### config.mk
export PLATFORM = sky130hd
export DESIGN_NAME = pingpong_line_ctrl
export DESIGN_NICKNAME = d
export VERILOG_FILES = /design/src/rtl/pp_line_pkg.sv /design/src/rtl/pp_line_ingress.sv /design/src/rtl/pp_line_fifo.sv /design/src/rtl/pp_line_fsm.sv /design/src/rtl/pingpong_line_ctrl.sv
export SDC_FILE = /design/constraint.sdc
export NUM_CORES = 1
export LEC_CHECK = 0
export CORE_MARGIN = 4
export CORE_UTILIZATION = 48
export CTS_CLUSTER_SIZE = 12
export DETAILED_ROUTE_END_ITERATION = 7
export PLACE_DENSITY = 0.67
export SLEW_MARGIN = 20
export SYNTH_ARGS = -nofsm -noshare
export SYNTH_HDL_FRONTEND = slang
export SYNTH_SLANG_ARGS = --single-unit
### constraint.sdc
create_clock -name clk -period 7.4 [get_ports clk]
set_clock_uncertainty 0.15 [all_clocks]
set_input_delay 0.74 -clock clk [delete_from_list [all_inputs] [get_ports clk]]
set_output_delay 0.74 -clock clk [all_outputs]
set_load 0.02 [all_outputs]
### src/rtl/pp_line_pkg.sv
package pp_line_pkg;

    typedef enum logic [1:0] {
        ST_CAPTURE = 2'd0,
        ST_HOLD    = 2'd1,
        ST_SWAP    = 2'd2
    } cap_state_e;

endpackage

### src/rtl/pp_line_ingress.sv
module pp_line_ingress #(
    parameter int DATA_W = 16
) (
    input  logic              clk,
    input  logic              rst_n,
    input  logic [DATA_W-1:0] pix_data,
    input  logic              pix_valid,
    input  logic              line_valid,
    output logic              push,
    output logic [DATA_W:0]   push_entry
);
    logic lv_q;
    logic line_end;

    always_ff @(posedge clk) begin
        if (!rst_n) lv_q <= 1'b0;
        else        lv_q <= line_valid;
    end

    assign line_end   = lv_q && !line_valid;
    assign push       = (pix_valid && line_valid) || line_end;
    assign push_entry = {line_end, (line_end ? '0 : pix_data)};

    // pixel strobes outside a line never become data entries
    assert_no_stray_word_R2: assert property (@(posedge clk) disable iff (!rst_n)
        (push && !push_entry[DATA_W]) |-> line_valid);
endmodule

### src/rtl/pp_line_fifo.sv
module pp_line_fifo #(
    parameter int W     = 17,
    parameter int DEPTH = 8
) (
    input  logic         clk,
    input  logic         rst_n,
    input  logic         push,
    input  logic [W-1:0] push_entry,
    input  logic         pop,
    output logic [W-1:0] head,
    output logic         empty,
    output logic         overrun
);
    localparam int PTR_W = (DEPTH > 1) ? $clog2(DEPTH) : 1;
    localparam int CNT_W = $clog2(DEPTH + 1);
    localparam logic [PTR_W-1:0] PTR_LAST = PTR_W'(DEPTH - 1);
    localparam logic [CNT_W-1:0] CNT_FULL = CNT_W'(DEPTH);

    logic [W-1:0]     mem [DEPTH];
    logic [PTR_W-1:0] wr_ptr, rd_ptr;
    logic [CNT_W-1:0] count;
    logic             full, accept, take;

    assign full   = (count == CNT_FULL);
    assign empty  = (count == '0);
    assign accept = push && !full;
    assign take   = pop && !empty;
    assign head   = mem[rd_ptr];

    always_ff @(posedge clk) begin
        if (accept) mem[wr_ptr] <= push_entry;
    end

    always_ff @(posedge clk) begin
        if (!rst_n) begin
            wr_ptr  <= '0;
            rd_ptr  <= '0;
            count   <= '0;
            overrun <= 1'b0;
        end else begin
            if (accept) wr_ptr <= (wr_ptr == PTR_LAST) ? '0 : wr_ptr + 1'b1;
            if (take)   rd_ptr <= (rd_ptr == PTR_LAST) ? '0 : rd_ptr + 1'b1;
            count <= count + CNT_W'(accept) - CNT_W'(take);
            if (push && full) overrun <= 1'b1;
        end
    end

    // a push into a full FIFO with no pop leaves it full
    assert_full_drop_R6: assert property (@(posedge clk) disable iff (!rst_n)
        (full && push && !pop) |=> full);
    // the overrun flag never clears without reset
    assert_overrun_sticky_R6: assert property (@(posedge clk) disable iff (!rst_n)
        overrun |=> overrun);
    assert_count_bound_R6: assert property (@(posedge clk) disable iff (!rst_n)
        count <= CNT_FULL);
endmodule

### src/rtl/pp_line_fsm.sv
module pp_line_fsm
    import pp_line_pkg::*;
#(
    parameter int DATA_W     = 16,
    parameter int BANK_DEPTH = 1024
) (
    input  logic                          clk,
    input  logic                          rst_n,
    input  logic                          fifo_empty,
    input  logic [DATA_W:0]               fifo_head,
    input  logic                          proc_done,
    output logic                          fifo_pop,
    output logic                          wr_en,
    output logic                          wr_bank,
    output logic [$clog2(BANK_DEPTH)-1:0] wr_addr,
    output logic [DATA_W-1:0]             wr_data,
    output logic                          frame_ready,
    output logic                          ready_bank,
    output logic                          line_trunc
);
    localparam int ADDR_W = $clog2(BANK_DEPTH);
    localparam logic [ADDR_W-1:0] ADDR_LAST = ADDR_W'(BANK_DEPTH - 1);

    cap_state_e        state, state_nx;
    logic              cap_bank;
    logic              proc_busy;
    logic              bank_full;
    logic [ADDR_W-1:0] addr_cnt;
    logic              head_last;

    assign head_last = fifo_head[DATA_W];
    assign fifo_pop  = (state == ST_CAPTURE) && !fifo_empty;

    always_comb begin
        state_nx = state;
        unique case (state)
            ST_CAPTURE: if (fifo_pop && head_last) state_nx = ST_HOLD;
            ST_HOLD:    if (!proc_busy)            state_nx = ST_SWAP;
            ST_SWAP:                               state_nx = ST_CAPTURE;
            default:                               state_nx = ST_CAPTURE;
        endcase
    end

    always_ff @(posedge clk) begin
        if (!rst_n) state <= ST_CAPTURE;
        else        state <= state_nx;
    end

    always_ff @(posedge clk) begin
        if (!rst_n) begin
            cap_bank   <= 1'b0;
            proc_busy  <= 1'b0;
            bank_full  <= 1'b0;
            addr_cnt   <= '0;
            line_trunc <= 1'b0;
            wr_en      <= 1'b0;
            wr_addr    <= '0;
            wr_data    <= '0;
        end else begin
            wr_en <= 1'b0;
            if (fifo_pop && !head_last) begin
                if (!bank_full) begin
                    wr_en   <= 1'b1;
                    wr_addr <= addr_cnt;
                    wr_data <= fifo_head[DATA_W-1:0];
                    if (addr_cnt == ADDR_LAST) bank_full <= 1'b1;
                    else                       addr_cnt  <= addr_cnt + 1'b1;
                end else begin
                    line_trunc <= 1'b1;
                end
            end
            if (state == ST_SWAP) begin
                cap_bank   <= ~cap_bank;
                addr_cnt   <= '0;
                bank_full  <= 1'b0;
                line_trunc <= 1'b0;
                proc_busy  <= 1'b1;
            end else if (proc_busy && proc_done) begin
                proc_busy <= 1'b0;
            end
        end
    end

    assign wr_bank     = cap_bank;
    assign frame_ready = proc_busy;
    assign ready_bank  = ~cap_bank;

    // writes only follow a capture-state cycle
    assert_write_in_capture_R4: assert property (@(posedge clk) disable iff (!rst_n)
        wr_en |-> ($past(state) == ST_CAPTURE));
    // a busy processor keeps the controller holding
    assert_hold_while_busy_R4: assert property (@(posedge clk) disable iff (!rst_n)
        (state == ST_HOLD && proc_busy) |=> (state == ST_HOLD));
    // every swap flips the capture bank and lends out the filled one
    assert_swap_flips_R3: assert property (@(posedge clk) disable iff (!rst_n)
        (state == ST_SWAP) |=> (cap_bank != $past(cap_bank) && frame_ready));
    // done while lent clears readiness at the next edge
    assert_done_releases_R8: assert property (@(posedge clk) disable iff (!rst_n)
        (proc_busy && proc_done && state != ST_SWAP) |=> !frame_ready);
    // readiness never rises outside a swap
    assert_no_spurious_ready_R7: assert property (@(posedge clk) disable iff (!rst_n)
        $rose(frame_ready) |-> ($past(state) == ST_SWAP));
    // truncation flag holds until a swap
    assert_trunc_holds_R5: assert property (@(posedge clk) disable iff (!rst_n)
        (line_trunc && state != ST_SWAP) |=> line_trunc);
endmodule

### src/rtl/pingpong_line_ctrl.sv
module pingpong_line_ctrl #(
    parameter int DATA_W     = 16,
    parameter int BANK_DEPTH = 1024,
    parameter int FIFO_DEPTH = 8,
    localparam int ADDR_W    = $clog2(BANK_DEPTH)
) (
    input  logic              clk,
    input  logic              rst_n,
    input  logic [DATA_W-1:0] pix_data,
    input  logic              pix_valid,
    input  logic              line_valid,
    input  logic              proc_done,
    output logic              wr_en,
    output logic              wr_bank,
    output logic [ADDR_W-1:0] wr_addr,
    output logic [DATA_W-1:0] wr_data,
    output logic              frame_ready,
    output logic              ready_bank,
    output logic              line_trunc,
    output logic              fifo_overrun
);
    localparam int ENTRY_W = DATA_W + 1;

    logic               push, pop, empty;
    logic [ENTRY_W-1:0] push_entry, head;

    pp_line_ingress #(.DATA_W(DATA_W)) u_ingress (
        .clk        (clk),
        .rst_n      (rst_n),
        .pix_data   (pix_data),
        .pix_valid  (pix_valid),
        .line_valid (line_valid),
        .push       (push),
        .push_entry (push_entry)
    );

    pp_line_fifo #(.W(ENTRY_W), .DEPTH(FIFO_DEPTH)) u_fifo (
        .clk        (clk),
        .rst_n      (rst_n),
        .push       (push),
        .push_entry (push_entry),
        .pop        (pop),
        .head       (head),
        .empty      (empty),
        .overrun    (fifo_overrun)
    );

    pp_line_fsm #(.DATA_W(DATA_W), .BANK_DEPTH(BANK_DEPTH)) u_fsm (
        .clk         (clk),
        .rst_n       (rst_n),
        .fifo_empty  (empty),
        .fifo_head   (head),
        .proc_done   (proc_done),
        .fifo_pop    (pop),
        .wr_en       (wr_en),
        .wr_bank     (wr_bank),
        .wr_addr     (wr_addr),
        .wr_data     (wr_data),
        .frame_ready (frame_ready),
        .ready_bank  (ready_bank),
        .line_trunc  (line_trunc)
    );
endmodule

==> results of run 1 <==
## per-stage QoR
stage / worst slack [ps] / util, %
after floorplan: 3965 / -
after global placement: 3538 / 53.68
after detailed placement: 3455 / 53.68
after CTS: 3891 / 57.28
after global routing: 3720 / 57.29
final: 3925 / 57.29
## path summary, 6_finish.rpt
kind / end / slack [ps]
setup / recovery: u_fifo.mem[3][5]$_DFFE_PP_ / 3920
hold / removal: u_fsm.wr_data[10]$_SDFFE_PN0P_ / 310
setup reg to reg: u_fsm.addr_cnt[2]$_SDFFE_PP0P_ / 4440
hold reg to reg: u_fsm.wr_data[10]$_SDFFE_PN0P_ / 310
## worst max-delay path, cell delays in order
cell and delay, ps:
clkdlybuf4s50_1 430, nand2b_1 540, a22oi_1 780, nand2_1 240, nor2_1 400, buf_4 320
## power by group through the flow
stage,Combinational [mW],Sequential (mW),Clock [mW]
after floorplan,0.609,1.41,0
after global placement,0.905,1.38,0
after detailed placement,0.918,1.38,0
after CTS,0.921,1.36,0.901
after global routing,0.995,1.37,0.958
final,0.903,1.36,0.888
## area by class of cell
type                    instances  area (um^2)  area share (%)
flip-flops and latches        194         5246           57.64
multi-input cells             273         2375           26.09
repair buffers                 63        600.6           6.599
clock buffers                  21        440.4           4.839
well taps                     216        270.3           2.969
clock inverters                11        131.4           1.443
inverters                      10        37.54          0.4124
## synthesized netlist by cell type (3+ instances only)
cell	instances	area share, %
edfxtp_1	136	52
dfxtp_1	58	15
mux4_2	32	9.3
nand2_1	29	1.4
and2_1	25	2.0
o21ai_0	20	1.3
nand3_1	18	1.2
clkbuf_1	17	0.82
mux2_2	17	2.5
nor2_1	17	0.82
and3_1	13	1.0
nor2b_1	11	0.88
a21oi_1	10	0.64
ha_1	10	1.6
inv_1	10	0.48
nand2b_1	9	0.72
buf_2	8	0.51
a31o_1	7	0.79
mux2i_1	6	0.77
a31o_2	4	0.45
nand4_1	4	0.32
a41o_1	3	0.39
nor3_1	3	0.19
## metal layers
layer	GRT usage, %	wire, um	vias up
met5	0	0	-
li1	-	-	2041
met1	22.27	6505	2064
met3	3.752	545	22
met2	30.70	7844	87
met4	6.775	338	0
## logic make-up after synthesis
logic type / after synthesis / share of synthesized area, %
flops: 194 / 67.37
simple gates: 140 / 9.627
compound gates: 63 / 5.866
mux: 56 / 12.68
buf+inv: 40 / 2.250
fa+ha+maj: 11 / 1.864
xor+xnor: 3 / 0.3376
## sequential cells by signal (all words and copies together), names as in the netlist, named ones only
name / count
u_fsm.wr_bank: 1
u_fifo.mem: 136
u_fifo.overrun: 1
u_fsm.wr_addr: 10
u_fsm.frame_ready: 1
u_fifo.wr_ptr: 3
u_fsm.addr_cnt: 10
u_fsm.line_trunc: 1
u_fsm.state: 2
u_fifo.count: 4
u_fsm.wr_data: 16
u_ingress.lv_q: 1
u_fsm.bank_full: 1
u_fsm.wr_en: 1
u_fifo.rd_ptr: 3
==> results.sh, run 1 <==
export IMPL_numCtsBuffers=17
export IMPL_start_util_pct=49.01
export IMPL_drive_gt1_share_pct=17.83
export IMPL_worst_pin_slew_ps=1089
export IMPL_postRouteWirelength_um=15230
export IMPL_via_count=4214
export IMPL_final_hold_viol_count=0
export IMPL_p_per_area_nw_per_um2=345.7
export IMPL_die_x_um=135.4
export IMPL_synth_seq_cells=194
export IMPL_setup_tns_ps=0
export IMPL_critPathLaunchType="input pin"
export IMPL_cts_max_level=4
export IMPL_root_buffer="clkbuf_16"
export IMPL_async_flop_share_pct=0
export IMPL_p_leak_nw=3.064
export IMPL_grt_overflow_total=0
export IMPL_dpl_cell_count=756
export IMPL_min_from="u_fsm.wr_data[10]$_SDFFE_PN0P_"
export IMPL_worst_r2r_cell_count=6
export IMPL_fillCellCount=1310
export IMPL_cts_resized=0
export IMPL_grt_max_degree=75
export IMPL_dpl_cell_area_um2=8527
export IMPL_switching_power_mw=0.9516
export IMPL_antenna_left=0
export IMPL_clkSlewWorstSetupHoldPaths_ps=70
export IMPL_num_rows=46
export IMPL_syn_nets=539
export IMPL_slew_headroom_pct=27.32
export IMPL_fin_cells=788
export IMPL_finalWeightedCongestion=0.8321
export IMPL_syn_avg_cell_area_um2=15.35
export IMPL_die_area_um2=18320
export IMPL_clkSinkCount=194
export IMPL_die_y_um=135.4
export IMPL_holdCritPathClass="flip-flop to flip-flop"
export IMPL_cts_hold_buf=0
export IMPL_fin_nets=591
export IMPL_timing_hold_ws_ps=307.8
export IMPL_io_pins=53
export IMPL_portBuffers=52
export IMPL_fp_coreArea_um2=15890
export IMPL_wl_per_cell_um=19.33
export IMPL_design_area_um2=9101
export IMPL_intPower_mw=2.195
export IMPL_synthToLayoutAreaGrowth_pct=16.91
export IMPL_synth_main_ff_cell="edfxtp_1"
export IMPL_worstPathRequired_ps=7370
export IMPL_cts_path_max_buffers=2
export IMPL_synth_enable_flop_cells=136
export IMPL_cts_tree="yes"
export IMPL_yosysUniqueCellTypes=53
export IMPL_hpwl_um=10050
export IMPL_startpoint="line_valid"
export IMPL_clkLatencyLatePin_ps=430
export IMPL_seq_area_frac_synth_pct=67.37
export IMPL_p_sw_share_pct=30.24
export IMPL_worstSetupPathType="input pin to flip-flop"
export IMPL_antenna_found_initial=0
export IMPL_max_freq_ghz=0.2877
export IMPL_vias_per_cell=5.348
export IMPL_drc=0
export IMPL_arrival_ps=3450
export IMPL_hold_depth=2
export IMPL_grt_pass1_vias=4337
export IMPL_layout_min_cycle_time_ps=3475
export IMPL_drv_slew=0
export IMPL_peakVddDrop_mv=0.2101
export IMPL_syn_inst=507
export IMPL_maxCapViolations=0
export IMPL_pwr_share_comb_pct=28.7
export IMPL_drt_first_pass_iters=4
export IMPL_layout_commonest_cell="edfxtp_1"
export IMPL_diodes=0
export IMPL_clockPowerShare_pct=28.2
export IMPL_rsz0062_at_grt="false"
export IMPL_cts_setup_buffers=0
export IMPL_power_frac_seq_pct=43.1
export IMPL_critPathMaxFanout=19
export IMPL_drtIter0Drc=290
export IMPL_syn_area_um2=7785
export IMPL_fin_crit_sh_pct=46.96
export IMPL_grt_first_pass_wirelength_um=24080
export IMPL_outcome="finished, final reports clean"
export IMPL_setup_viol=0
export IMPL_cp_end_kind="flip-flop"
export IMPL_yosys_warnings=0
export IMPL_gr_usage_all_layers_pct=17.83
export IMPL_final_cell_mix="edfxtp_1 (136), dfxtp_1 (57), clkdlybuf4s50_1 (51), mux4_2 (32), nand2_1 (29)"
export IMPL_p_total_mw=3.147
Power figures use the tool's default switching activity.
==> inputs of run 2 (changes only) <==
- clock period: 7.4 -> 3.5 ns (I/O delays scaled with it)
==> run 2 against run 1 <==
  * Sequential share of layout area decreased by 0.72 points
  * Utilization increased by 0.72 points
  * Power increased by 120%
  * Combinational power rose by 110%
  * Clock power rose by 130%
  * Critical path depth is 1 higher
  * Via count up 3.2%
  * Count of clock-buffer cells in the layout is 2 higher
  * Flip-flop and latch count unchanged
  * Worst setup slack worse by 3000 ps
  * Global-route usage is 0.46 points lower
  * Hold slack worse by 33 ps
  * Highest routed layer unchanged
==> results.sh, run 2 (synthesis results as in run 1) <==
export IMPL_cp_slowest_cell="dfxtp_1"
export IMPL_num_rows=46
export IMPL_finalWeightedCongestion=0.7560
export IMPL_grt_pass1_vias=4391
export IMPL_drive_gt1_share_pct=18.90
export IMPL_critPathLaunchType="flip-flop"
export IMPL_drc=0
export IMPL_critPathMaxStageDelay_ps=600
export IMPL_numCtsBuffers=17
export IMPL_grt_overflow_total=0
export IMPL_switching_power_mw=1.979
export IMPL_via_count=4348
export IMPL_wl_per_cell_um=18.70
export IMPL_antenna_found_initial=0
export IMPL_drt_first_pass_iters=4
export IMPL_cts_max_level=4
export IMPL_synthToLayoutAreaGrowth_pct=18.39
export IMPL_setup_viol=0
export IMPL_maxCapViolations=0
export IMPL_crit_top_cell="buf_4"
export IMPL_cp_end_kind="flip-flop"
export IMPL_r2r_setup_slack_ps=890
export IMPL_outcome="finished, final reports clean"
export IMPL_p_per_area_nw_per_um2=738.9
export IMPL_drv_slew=0
export IMPL_final_hold_viol_count=0
export IMPL_largest_reg_flops=136
export IMPL_max_freq_ghz=0.3827
export IMPL_worstSetupPathType="flip-flop to flip-flop"
export IMPL_root_buffer="clkbuf_16"
export IMPL_worst_r2r_cell_count=7
export IMPL_die_area_um2=18320
export IMPL_dpl_cell_area_um2=8602
export IMPL_largestRegisters="u_fifo.mem (136), u_fsm.wr_data (16)"
export IMPL_slew_headroom_pct=48.74
export IMPL_cts_resized=0
export IMPL_die_x_um=135.4
export IMPL_crit_path_end="u_fsm.wr_data[3]$_SDFFE_PN0P_"
export IMPL_crit_chain="buf_4 -> mux2i_1 -> a22o_1 -> o21a_1 -> buf_4 -> nand3_1 -> o21ai_0"
export IMPL_p_total_mw=6.810
export IMPL_setup_tns_ps=0
export IMPL_peakVddDrop_mv=0.3443
export IMPL_grt_max_degree=43
export IMPL_antenna_left=0
export IMPL_drtIter0Drc=227
export IMPL_worst_pin_slew_ps=768.9
export IMPL_vias_per_cell=5.449
export IMPL_rr_endpoint="u_fsm.wr_data[3]$_SDFFE_PN0P_"
export IMPL_final_cell_mix="edfxtp_1 (136), dfxtp_1 (57), clkdlybuf4s50_1 (51), mux4_2 (32), nand2_1 (29)"
export IMPL_cts_setup_buffers=0
export IMPL_dpl_cell_count=766
export IMPL_power_frac_seq_pct=42.6
export IMPL_gr_usage_all_layers_pct=17.37
export IMPL_holdCritPathClass="input pin to flip-flop"
export IMPL_start_util_pct=49.01
export IMPL_intPower_mw=4.831
export IMPL_io_pins=53
export IMPL_pwr_share_comb_pct=28.0
export IMPL_fp_coreArea_um2=15890
export IMPL_clockPowerShare_pct=29.4
export IMPL_cts_hold_buf=0
export IMPL_clkLatencyLatePin_ps=430
export IMPL_postRouteWirelength_um=14930
export IMPL_top_register="u_fifo.mem"
export IMPL_portBuffers=52
export IMPL_dp_slack_ps=684.4
export IMPL_clkSinkCount=194
export IMPL_worst_slack_ps=887.3
export IMPL_fin_cells=798
export IMPL_hpwl_um=9890
export IMPL_layout_commonest_cell="edfxtp_1"
export IMPL_fin_nets=601
export IMPL_diodes=0
export IMPL_grt_first_pass_wirelength_um=23780
export IMPL_arrival_ps=2800
export IMPL_p_leak_nw=3.135
export IMPL_worstPathRequired_ps=3690
export IMPL_design_area_um2=9216
export IMPL_fillCellCount=1241
export IMPL_fin_crit_sh_pct=74.65
export IMPL_clkSlewWorstSetupHoldPaths_ps=60
export IMPL_cts_tree="yes"
export IMPL_rsz0062_at_grt="false"
export IMPL_die_y_um=135.4
export IMPL_p_sw_share_pct=29.06
export IMPL_cts_path_max_buffers=2
export IMPL_critPathMaxFanout=30
export IMPL_layout_min_cycle_time_ps=2613
run 2: changes by cell type in the layout (fill, tap and decap cells not counted), sizes merged:
cell	before	now
clkinv	4	3
clkbuf	21	23
inv	12	10
buf	12	22
bufinv	2	4
clkinvlp	3	2
run 2: worst min path at each step:
stage / end / cells past startpoint / startpoint
final: u_fsm.wr_data[10]$_SDFFE_PN0P_ / 3 / rst_n
after CTS: u_fifo.wr_ptr[1]$_SDFFE_PN0P_ / 2 / rst_n
after global routing: u_fifo.wr_ptr[1]$_SDFFE_PN0P_ / 2 / rst_n
after floorplan: u_fsm.addr_cnt[6]$_SDFFE_PP0P_ / 2 / u_fsm.addr_cnt[6]$_SDFFE_PP0P_
after detailed placement: u_fsm.wr_data[15]$_SDFFE_PN0P_ / 2 / u_fsm.wr_data[15]$_SDFFE_PN0P_
after global placement: u_fsm.wr_data[13]$_SDFFE_PN0P_ / 2 / u_fsm.wr_data[13]$_SDFFE_PN0P_
run 2: metal layers:
metal / GRT usage [%] / vias up / routed length [um]
li1: - / 2051 / -
met1: 22.99 / 2181 / 6807
met2: 28.21 / 98 / 7235
met3: 4.309 / 18 / 658
met4: 6.103 / 0 / 225
met5: 0 / - / 0
run 2: critical path: cells and delay by family (launching register included):
kind	cells	cell delay, ps
DFF	1	600
muxes	1	210
AOI/OAI and AO/OA	3	760
buffers and inverters	2	690
and+or+nand+nor	1	120
run 2: area by class of cell:
class | instances | area [um^2] | share of cell area (%)
sequential | 194 | 5246 | 56.92
multi-input combinational | 273 | 2375 | 25.77
timing repair buffer | 73 | 673.1 | 7.304
clock buffer | 23 | 457.9 | 4.969
tap | 216 | 270.3 | 2.932
clock inverter | 9 | 156.4 | 1.697
inverter | 10 | 37.54 | 0.4073
run 2: power by group through the flow:
stage | clock network (mW) | registers [mW] | logic (mW)
finish | 2.00 | 2.90 | 1.91
global placement | 0 | 2.95 | 1.88
global route | 2.15 | 2.94 | 2.09
detailed placement | 0 | 2.95 | 1.92
floorplan | 0 | 2.98 | 1.29
CTS | 2.04 | 2.91 | 1.93
run 2: metrics by stage:
step	hold slack [ps]	utilization, %
after floorplan	317.7	-
after CTS	249.3	58.02
after global placement	297.8	54.15
after detailed placement	304.6	54.15
after global routing	284.6	58.02
final	275.3	58.02
